$ cat src/rtl/cfg_smbus_pkg.sv
package cfg_smbus_pkg;

  typedef enum logic [2:0] {
    ST_IDLE,
    ST_RX,
    ST_ACKW,
    ST_ACK,
    ST_TX,
    ST_MACK,
    ST_MHOLD
  } smb_state_e;

  function automatic logic [7:0] reg_default(input int idx);
    if (idx >= 1 && idx <= 5) return 8'hFF;
    if (idx == 6) return 8'h04;
    return 8'h00;
  endfunction

endpackage

$ cat src/rtl/smb_line_sync.sv
module smb_line_sync #(
  parameter int STAGES = 2
) (
  input  logic clk,
  input  logic rst,
  input  logic scl_i,
  input  logic sda_i,
  output logic scl_s,
  output logic sda_s,
  output logic scl_rise,
  output logic scl_fall,
  output logic start_det,
  output logic stop_det
);
  logic [STAGES-1:0] scl_q, sda_q;
  logic scl_d, sda_d;

  always_ff @(posedge clk) begin
    if (rst) begin
      scl_q <= '1;
      sda_q <= '1;
      scl_d <= 1'b1;
      sda_d <= 1'b1;
    end else begin
      scl_q <= {scl_q[STAGES-2:0], scl_i};
      sda_q <= {sda_q[STAGES-2:0], sda_i};
      scl_d <= scl_q[STAGES-1];
      sda_d <= sda_q[STAGES-1];
    end
  end

  assign scl_s     = scl_q[STAGES-1];
  assign sda_s     = sda_q[STAGES-1];
  assign scl_rise  = scl_s & ~scl_d;
  assign scl_fall  = ~scl_s & scl_d;
  assign start_det = scl_s & scl_d & sda_d & ~sda_s;
  assign stop_det  = scl_s & scl_d & ~sda_d & sda_s;
endmodule

$ cat src/rtl/cfg_reg_bank.sv
module cfg_reg_bank
  import cfg_smbus_pkg::*;
#(
  parameter int NUM_REGS = 9,
  parameter int PTR_W    = 6
) (
  input  logic                  clk,
  input  logic                  rst,
  input  logic                  wr_en,
  input  logic [PTR_W-1:0]      wr_idx,
  input  logic [7:0]            wr_data,
  input  logic [PTR_W-1:0]      rd_idx,
  output logic [7:0]            rd_data,
  output logic [NUM_REGS*8-1:0] regs_flat
);
  logic [7:0] regs [NUM_REGS];

  for (genvar g = 0; g < NUM_REGS; g++) begin : g_reg
    localparam logic [7:0] DEF = reg_default(g);
    always_ff @(posedge clk) begin
      if (rst)
        regs[g] <= DEF;
      else if (wr_en && wr_idx == PTR_W'(g))
        regs[g] <= wr_data;
    end
    assign regs_flat[g*8 +: 8] = regs[g];
  end

  always_comb begin
    rd_data = 8'h00;
    for (int i = 0; i < NUM_REGS; i++)
      if (rd_idx == PTR_W'(i)) rd_data = regs[i];
  end
endmodule

$ cat src/rtl/smb_proto_fsm.sv
module smb_proto_fsm
  import cfg_smbus_pkg::*;
#(
  parameter logic [6:0] DEV_ADDR = 7'h69,
  parameter int NUM_REGS = 9,
  parameter int MAX_DATA = 10,
  parameter int PTR_W    = 6
) (
  input  logic             clk,
  input  logic             rst,
  input  logic             sda_s,
  input  logic             scl_rise,
  input  logic             scl_fall,
  input  logic             start_det,
  input  logic             stop_det,
  input  logic [7:0]       rd_data_i,
  output logic [PTR_W-1:0] rd_idx_o,
  output logic             wr_en_o,
  output logic [PTR_W-1:0] wr_idx_o,
  output logic [7:0]       wr_data_o,
  output logic             sda_oe_o,
  output smb_state_e       state_o
);
  localparam logic [PTR_W-1:0] DATA_END = PTR_W'(MAX_DATA + 2);
  localparam logic [PTR_W-1:0] FIRST_DATA = PTR_W'(2);
  localparam logic [PTR_W-1:0] REG_LIMIT = PTR_W'(NUM_REGS);
  localparam logic [7:0] COUNT_VAL = 8'(NUM_REGS);

  smb_state_e       state;
  logic [2:0]       bit_cnt;
  logic [6:0]       shreg;
  logic [6:0]       txreg;
  logic             addr_ph, rd_mode, ack_nxt;
  logic [PTR_W-1:0] byte_cnt, tx_cnt;
  logic [7:0]       sh_next, tx_cur;
  logic [PTR_W-1:0] data_idx;

  assign sh_next  = {shreg, sda_s};
  assign data_idx = byte_cnt - FIRST_DATA;
  assign rd_idx_o = tx_cnt - 1'b1;
  assign tx_cur   = (tx_cnt == '0) ? COUNT_VAL : rd_data_i;
  assign state_o  = state;

  always_ff @(posedge clk) begin
    if (rst) begin
      state     <= ST_IDLE;
      bit_cnt   <= '0;
      shreg     <= '0;
      txreg     <= '0;
      addr_ph   <= 1'b1;
      rd_mode   <= 1'b0;
      ack_nxt   <= 1'b0;
      byte_cnt  <= '0;
      tx_cnt    <= '0;
      sda_oe_o  <= 1'b0;
      wr_en_o   <= 1'b0;
      wr_idx_o  <= '0;
      wr_data_o <= '0;
    end else begin
      wr_en_o <= 1'b0;
      if (start_det) begin
        state    <= ST_RX;
        bit_cnt  <= '0;
        addr_ph  <= 1'b1;
        byte_cnt <= '0;
        tx_cnt   <= '0;
        sda_oe_o <= 1'b0;
      end else if (stop_det) begin
        state    <= ST_IDLE;
        sda_oe_o <= 1'b0;
      end else begin
        case (state)
          ST_RX: if (scl_rise) begin
            shreg <= sh_next[6:0];
            if (bit_cnt == 3'd7) begin
              bit_cnt <= '0;
              state   <= ST_ACKW;
              if (addr_ph) begin
                ack_nxt <= (sh_next[7:1] == DEV_ADDR);
                rd_mode <= sh_next[0];
              end else begin
                ack_nxt <= (byte_cnt < DATA_END);
                if (byte_cnt >= FIRST_DATA && data_idx < REG_LIMIT) begin
                  wr_en_o   <= 1'b1;
                  wr_idx_o  <= data_idx;
                  wr_data_o <= sh_next;
                end
                if (byte_cnt != '1) byte_cnt <= byte_cnt + 1'b1;
              end
            end else begin
              bit_cnt <= bit_cnt + 1'b1;
            end
          end
          ST_ACKW: if (scl_fall) begin
            if (ack_nxt) begin
              sda_oe_o <= 1'b1;
              state    <= ST_ACK;
            end else begin
              state <= ST_IDLE;
            end
          end
          ST_ACK, ST_MHOLD: if (scl_fall) begin
            addr_ph <= 1'b0;
            if (rd_mode) begin
              txreg    <= tx_cur[6:0];
              sda_oe_o <= ~tx_cur[7];
              bit_cnt  <= '0;
              state    <= ST_TX;
              if (tx_cnt != '1) tx_cnt <= tx_cnt + 1'b1;
            end else begin
              sda_oe_o <= 1'b0;
              state    <= ST_RX;
            end
          end
          ST_TX: if (scl_fall) begin
            if (bit_cnt == 3'd7) begin
              sda_oe_o <= 1'b0;
              bit_cnt  <= '0;
              state    <= ST_MACK;
            end else begin
              bit_cnt  <= bit_cnt + 1'b1;
              sda_oe_o <= ~txreg[6];
              txreg    <= {txreg[5:0], 1'b0};
            end
          end
          ST_MACK: if (scl_rise) begin
            state <= sda_s ? ST_IDLE : ST_MHOLD;
          end
          default: ;
        endcase
      end
    end
  end
endmodule

$ cat src/rtl/cfg_smbus_slave.sv
module cfg_smbus_slave
  import cfg_smbus_pkg::*;
#(
  parameter logic [6:0] DEV_ADDR = 7'h69,
  parameter int NUM_REGS    = 9,
  parameter int MAX_DATA    = 10,
  parameter int SYNC_STAGES = 2
) (
  input  logic                  clk,
  input  logic                  rst,
  input  logic                  scl_i,
  input  logic                  sda_i,
  output logic                  sda_oe_o,
  output logic [NUM_REGS*8-1:0] cfg_regs_o
);
  localparam int PTR_W = $clog2(MAX_DATA + NUM_REGS + 4) + 1;

  logic scl_s, sda_s, scl_rise, scl_fall, start_det, stop_det;
  logic wr_en;
  logic [PTR_W-1:0] wr_idx, rd_idx;
  logic [7:0] wr_data, rd_data;
  smb_state_e fsm_state;

  smb_line_sync #(.STAGES(SYNC_STAGES)) u_sync (
    .clk(clk), .rst(rst), .scl_i(scl_i), .sda_i(sda_i),
    .scl_s(scl_s), .sda_s(sda_s), .scl_rise(scl_rise), .scl_fall(scl_fall),
    .start_det(start_det), .stop_det(stop_det)
  );

  smb_proto_fsm #(
    .DEV_ADDR(DEV_ADDR), .NUM_REGS(NUM_REGS), .MAX_DATA(MAX_DATA), .PTR_W(PTR_W)
  ) u_fsm (
    .clk(clk), .rst(rst), .sda_s(sda_s), .scl_rise(scl_rise), .scl_fall(scl_fall),
    .start_det(start_det), .stop_det(stop_det), .rd_data_i(rd_data),
    .rd_idx_o(rd_idx), .wr_en_o(wr_en), .wr_idx_o(wr_idx), .wr_data_o(wr_data),
    .sda_oe_o(sda_oe_o), .state_o(fsm_state)
  );

  cfg_reg_bank #(.NUM_REGS(NUM_REGS), .PTR_W(PTR_W)) u_bank (
    .clk(clk), .rst(rst), .wr_en(wr_en), .wr_idx(wr_idx), .wr_data(wr_data),
    .rd_idx(rd_idx), .rd_data(rd_data), .regs_flat(cfg_regs_o)
  );
endmodule

$ cat config.mk
export PLATFORM = sky130hd
export DESIGN_NAME = cfg_smbus_slave
export DESIGN_NICKNAME = d
export VERILOG_FILES = /design/src/rtl/cfg_smbus_pkg.sv /design/src/rtl/smb_line_sync.sv /design/src/rtl/cfg_reg_bank.sv /design/src/rtl/smb_proto_fsm.sv /design/src/rtl/cfg_smbus_slave.sv
export SDC_FILE = /design/constraint.sdc
export NUM_CORES = 1
export LEC_CHECK = 0
export ABC_CLOCK_PERIOD_IN_PS = 2500
export BUFFER_PORTS_ARGS = -buffer_cell sky130_fd_sc_hd__buf_2
export CORE_MARGIN = 4
export CORE_UTILIZATION = 50
export CTS_BUF_LIST = sky130_fd_sc_hd__clkbuf_4
export DETAILED_ROUTE_END_ITERATION = 10
export GPL_TIMING_DRIVEN = 0
export PLACE_DENSITY = 0.73
export SLEW_MARGIN = 20
export SYNTH_ARGS = -nofsm -noshare
export SYNTH_HDL_FRONTEND = slang
export SYNTH_SLANG_ARGS = --single-unit
$ cat constraint.sdc
create_clock -name clk -period 2.5 [get_ports clk]
set_input_delay 0.25 -clock clk [delete_from_list [all_inputs] [get_ports clk]]
set_output_delay 0.25 -clock clk [all_outputs]
set_load 0.005 [all_outputs]
# After elaboration in Yosys (flattened, before gate mapping)
# Memory sizes are Yosys's and may differ from the RTL's.
# Index checks and enable logic that the tools add are counted.
totals:
  output_inout_bits: 73
  latchBits: 0
  mem_count: 1
  regBits: 57
  mem_bits_ro: 0
  in_bits: 4
  mem_bits_rw: 72
memory_table:
  columns: ["name", "depth", "word_bits", "rd", "rd_ports_with_merged_regs", "wr", "line_no", "rtl"]
  rows:
  - ["u_bank.regs", 9, 8, 9, 0, 9, "cfg_reg_bank.sv:16", "logic [7:0] regs [NUM_REGS];"]
classes:
  n_mul: 0
  n_addsub: 5
  reduce_logical: 34
  n_eq_ne: 43
  bitwise_logic: 28
  div_mod_pow: 0
  shifts: 0
  n_lt_le_gt_ge: 3
  muxes: 81
ops:
  columns: ["operator", "n"]
  rows:
  - ["8-bit two-way mux", 19]
  - ["6-bit by 3-bit equality test with 1-bit output, second input constant", 8]
  - ["3-bit two-way mux", 14]
  - ["1-bit two-way mux", 39]
  - ["7-bit two-way mux", 4]
  - ["6-bit by 2-bit equality test with 1-bit output, second input constant", 4]
  - ["4-bit != test, second input constant", 5]
  - ["6-bit zero test", 3]
  - ["6-bit AND reduction", 3]
  - ["8-bit AND reduction", 2]
  - ["3-bit one-hot mux with 5 select lines", 1]
  - ["5-bit AND reduction", 3]
  - ["7-bit one-hot mux with 2 select lines", 1]
  - ["7-bit AND reduction", 2]
  - ["6-bit by 1-bit adder with 6-bit output, second input constant", 2]
  - ["3-bit equality test, second input constant", 4]
  - ["6-bit by 1-bit equality test with 1-bit output, second input constant", 2]
  - ["6-bit by 4-bit equality test with 1-bit output, second input constant", 2]
  - ["6-bit by 4-bit < comparator with 1-bit output, second input constant", 2]
  - ["2-bit != test, second input constant", 6]
  - ["6-bit != test, second input constant", 2]
  - ["1-bit NOT", 12]
  - ["1-bit logical AND", 10]
  - ["1-bit OR", 9]
  - ["22 further kinds", 35]

# Longest topological paths before layout
logic_depth:
  word_depth: 16
  ltp_mapped: 11

# Cells and area by module
# From an unflattened synthesis, not the netlist that was laid out.
hier_totals:
  cells_unflattened: 607
  hier_area_um2: 6452.4
by_module_without_submodules:
  columns: ["mod", "cells_per_inst", "seq_area_each_um2", "n_inst", "area_per_inst_um2"]
  rows:
  - ["cfg_reg_bank", 259, 2162.1, 1, 3463.3]
  - ["smb_proto_fsm", 332, 1021.0, 1, 2798.9]
  - ["smb_line_sync", 16, 120.1, 1, 190.2]

# Worst setup path after synthesis
# OpenSTA, ideal clock, no wires.
synth_path:
  path_type: "register to register"
  start: "register u_fsm.tx_cnt[1]"
  end: "register u_fsm.txreg[3]"
  period_less_slack_ns: 2.431
  setup_time_ns: 0.130
  path_stages_with_launch: 12
  slack_ns: 0.069
  t_required_ns: 2.370
  arrival_ns: 2.301
  n_path_buf: 3
  path_cell_list: "dfxtp_1 > clkbuf_1 > inv_1 > ha_1 > clkbuf_1 > nor4b_1 > a41oi_1 > a21oi_1 > clkbuf_1 > o21ai_0 > a221oi_2 > nor3_1"
synth_via:
  elab_chain_cells: 15
  word_cells_on_any_way: 24
  cone_classes: "1 x add/sub; 8 x eq/ne; 13 x mux; 2 x reduce/logical"
synth_rtl:
  columns: ["item", "line_no", "rtl"]
  rows:
  - ["from (decl)", "smb_proto_fsm.sv:34", "logic [PTR_W-1:0] byte_cnt, tx_cnt;"]
  - ["from (signal assigned)", "smb_proto_fsm.sv:109", "if (tx_cnt != '1) tx_cnt <= tx_cnt + 1'b1;"]
  - ["6-bit by 1-bit subtractor with 6-bit output", "smb_proto_fsm.sv:40", "assign rd_idx_o = tx_cnt - 1'b1;"]
  - ["6-bit zero test", "cfg_reg_bank.sv:32", "if (rd_idx == PTR_W'(i)) rd_data = regs[i];"]
  - ["8-bit two-way mux (9 in series)", "cfg_reg_bank.sv:32", null]
  - ["8-bit two-way mux (*)", "smb_proto_fsm.sv:41", "assign tx_cur = (tx_cnt == '0) ? COUNT_VAL : rd_data_i;"]
  - ["7-bit two-way mux (*)", "smb_proto_fsm.sv:104", "if (rd_mode) begin"]
  - ["7-bit two-way mux (*)", "smb_proto_fsm.sv:102", "ST_ACK, ST_MHOLD: if (scl_fall) begin"]
  - ["7-bit one-hot mux with 2 select lines (*)", "smb_proto_fsm.sv:72", "case (state)"]
  - ["to (signal assigned)", "smb_proto_fsm.sv:105", "txreg <= tx_cur[6:0];"]
  - ["to (signal assigned)", "smb_proto_fsm.sv:123", "txreg <= {txreg[5:0], 1'b0};"]
  - ["to (decl)", "smb_proto_fsm.sv:32", "logic [6:0] txreg;"]
# Every way passes the cells marked *; elsewhere a longest branch is shown, timed or not. The select of a mux whose other input is x is not followed.
# A chain may end at the register's enable or synchronous reset.

# Final worst setup path
# Ends and elaborated chain as after synthesis.

==> run summary <==
Outcome: completed
Total global routing overflow: 0
Syn nets: 669
Cell Rows: 41
Critical path, cell by cell: clkbuf_4 -> inv_1 -> ha_2 -> nor4b_1 -> a41oi_1 -> a21oi_2 -> buf_4 -> a311o_1 -> a221oi_2 -> nor3_1
Peak supply drop: 266 uV
Overall die height: 121 um
Commonest non-fill, non-tap cell in the layout: buf_2
Tmin final: 2.40 ns
Rel. slew slack: 0.329
Slew Limit Fails: 0
Cell count after synthesis: 653
Critical path required time: 2.92 ns
Clock tree buffer depth: 2
First-pass GRT wire length: 27600 um
Peak Freq: 0.417 GHz
Sw frac: 0.232
Final WL: 17900 um
Seq/Total Area, Yosys: 0.518
Worst r2r path cells: 10
Number of global-route vias before repair: 5233
Share of cells above drive strength 1: 0.211
Util after Layout: 0.590
Initial Util: 0.508
H-tree depth: 4
WL/cell: 19.0 um
Max-cap violations: 0
Total CTS buffers: 17
Commonest non-fill, non-tap cells in the layout: buf_2 (82), edfxtp_1 (72), nand2_1 (58)
Post-Syn Area per Cell: 9.77 sq um
Core box area: 0.0126 sq mm
Ys flop type: edfxtp_1
Crit Path Max Fanout: 10
Number of I/O port buffers: 75
Critical path's slowest cell: a311o_1
Post-detail-place hpwl: 12700 um
Area grow syn2layout: 16.3%
Placed cell area: 0.00700 sq mm
Yosys warnings: 0
Worst setup EP type: flip-flop
P_leak: 2.64 nW
Synth unique cells: 66
Clk sinks: 129
Worst Skew: 0.0184 ns
Flop pwr share: 0.588
RSZ-0062 raised after global routing: no
Worst-margin pin slew: 1.00 ns
Routed Antenna Nets: 0
Via Count: 5478
Final nets: 770
WHS Path Cells: 1
Worst Setup Start Kind: flip-flop
Final Hold Viols: 0
Die ar.: 0.0146 sq mm
Post-route DRC: 0
Total power: 3.88 mW
Drt first pass iters: 7
Worst EP arrival: 2.82 ns
Initial antenna violation count: 1
Insertion delay to the later sink of the worst-skew pair: 0.56 ns
Syn Std Cell Area: 0.00638 sq mm
Iter 0 DRT Violations: 810
Comb pwr share: 0.030
Clock transition at the registers of the reported paths: 0.11 ns
Fraction of registers with async set/reset: 0
P_int: 2.98 mW
Largest stage delay, worst path: 0.37 ns
Clock network power share: 0.382
Min-Delay Path Class: reg2reg
Global placement routability congestion: 0.914
CTS Root Cell: clkbuf_4
Setup-failing EPs final: 0
Number of synthesized flops with an enable pin: 72
Io pins: 77
Floorplan die width: 121 um
Via density: 5.83
Cell Pwr Density: 522 mW/mm^2
P_sw: 0.898 mW
Post-route cell area: 0.00742 sq mm
CTS tree: built
Min Hold Slack: 0.410 ns
Pin count of the biggest net entering global routing: 17
Post-synthesis register bit count: 129
Period utilization: 0.960
Gr usage total: 0.247
WS Path Type: reg2reg
Final setup TNS: 0 ns
-- routing by layer --
metal  routed length, um  vias to the layer above  global-route usage
met1                7120                     2593               0.318
met3                1640                       42              0.0541
met5                   0                        -                   0
met4                 522                        0              0.0970
met2                8620                      289               0.408
li1                    -                     2554                   -
-- critical path, delay by kind of cell (launching register included) --
kind | cells | cell delay (ns)
AO/OA/AOI/OAI | 4 | 1.02
adder cells (fa/ha/maj) | 1 | 0.29
buffers and inverters | 3 | 0.46
flip-flops | 1 | 0.35
AND/OR/NAND/NOR | 2 | 0.14
-- layout make-up --
type                       instances  area, sq um
antenna                            1         2.50
buffer                            37          179
clock buffer                      17          128
clock inverter                    15          161
fill                            1118         5150
inverter                          26         97.6
multi-input combinational        458         2880
sequential                       129         3310
tap                              172          215
timing repair buffer              85          455
-- cell families (layout without fill, tap and decap cells) --
group / Yosys count / in the layout / synth area share
adders and majority gates: 12 / 12 / 0.0235
xor gates and xnor gates: 13 / 13 / 0.0178
AOI/OAI and AO/OA: 150 / 150 / 0.150
DFF: 129 / 129 / 0.518
and+or+nand+nor: 270 / 270 / 0.229
other: 0 / 1 / 0
muxes: 13 / 13 / 0.0204
buffers and inverters: 66 / 180 / 0.0414
-- sequential cells by signal, summed over array words and instances (netlist names), 2 cells and up --
signal and flops:
u_fsm.wr_data_o 8, u_fsm.txreg 7, u_fsm.tx_cnt 6, u_fsm.state_o 3, u_fsm.bit_cnt 3, u_fsm.wr_idx_o 6
u_bank.regs 72, u_fsm.byte_cnt 6, u_fsm.shreg 7, u_sync.scl_q 2, u_sync.sda_q 2
-- cells in the mapped netlist, drive strengths merged (9+ instances only) --
cell,n,area share
nor3,20,0.016
nand2b,46,0.047
inv,26,0.015
nand2,58,0.034
nand4,11,0.011
o21ai,28,0.022
mux2i,13,0.020
and2,34,0.033
dfxtp,57,0.18
edfxtp,72,0.34
nand3,11,0.0094
o22ai,11,0.011
a21oi,52,0.041
nor2,48,0.028
clkbuf,31,0.018
buf,9,0.0078
ha,12,0.024
xnor2,9,0.012
-- what timing repair did --
action / 4_1_cts / 5_1_grt
setup buffers: 6 / 1
hold buffers: 2 / 0
pin swaps: 3 / 2
hold endpoints to repair: 2 / 0
gates resized for setup: 13 / 19
endpoints found under the setup margin: 8 / 17
-- power by group through the flow --
stage          logic (mW)  registers [mW]  clock network (mW)
2_1_floorplan      0.0556            2.32                   0
4_1_cts             0.114            2.28                1.49
3_5_place_dp        0.111            2.33                   0
5_1_grt             0.125            2.28                1.58
3_3_place_gp        0.106            2.33                   0
6_report            0.115            2.28                1.48
-- metrics by stage --
stage,setup WS (ns),cells
floorplan,0.0691,653
global route,0.00352,940
detailed placement,-0.519,901
finish,0.100,940
CTS,0.0107,939
global placement,-0.384,900
-- path summary, 6_finish.rpt --
path / from / to / slack (ns)
min: u_sync.scl_q[0] / u_sync.scl_q[1] / 0.41
max: u_fsm.tx_cnt[1] / u_fsm.txreg[3] / 0.10
max reg2reg: u_fsm.tx_cnt[1] / u_fsm.txreg[3] / 0.10
min reg2reg: u_sync.scl_q[0] / u_sync.scl_q[1] / 0.41
(Power assumes the default switching activity.)
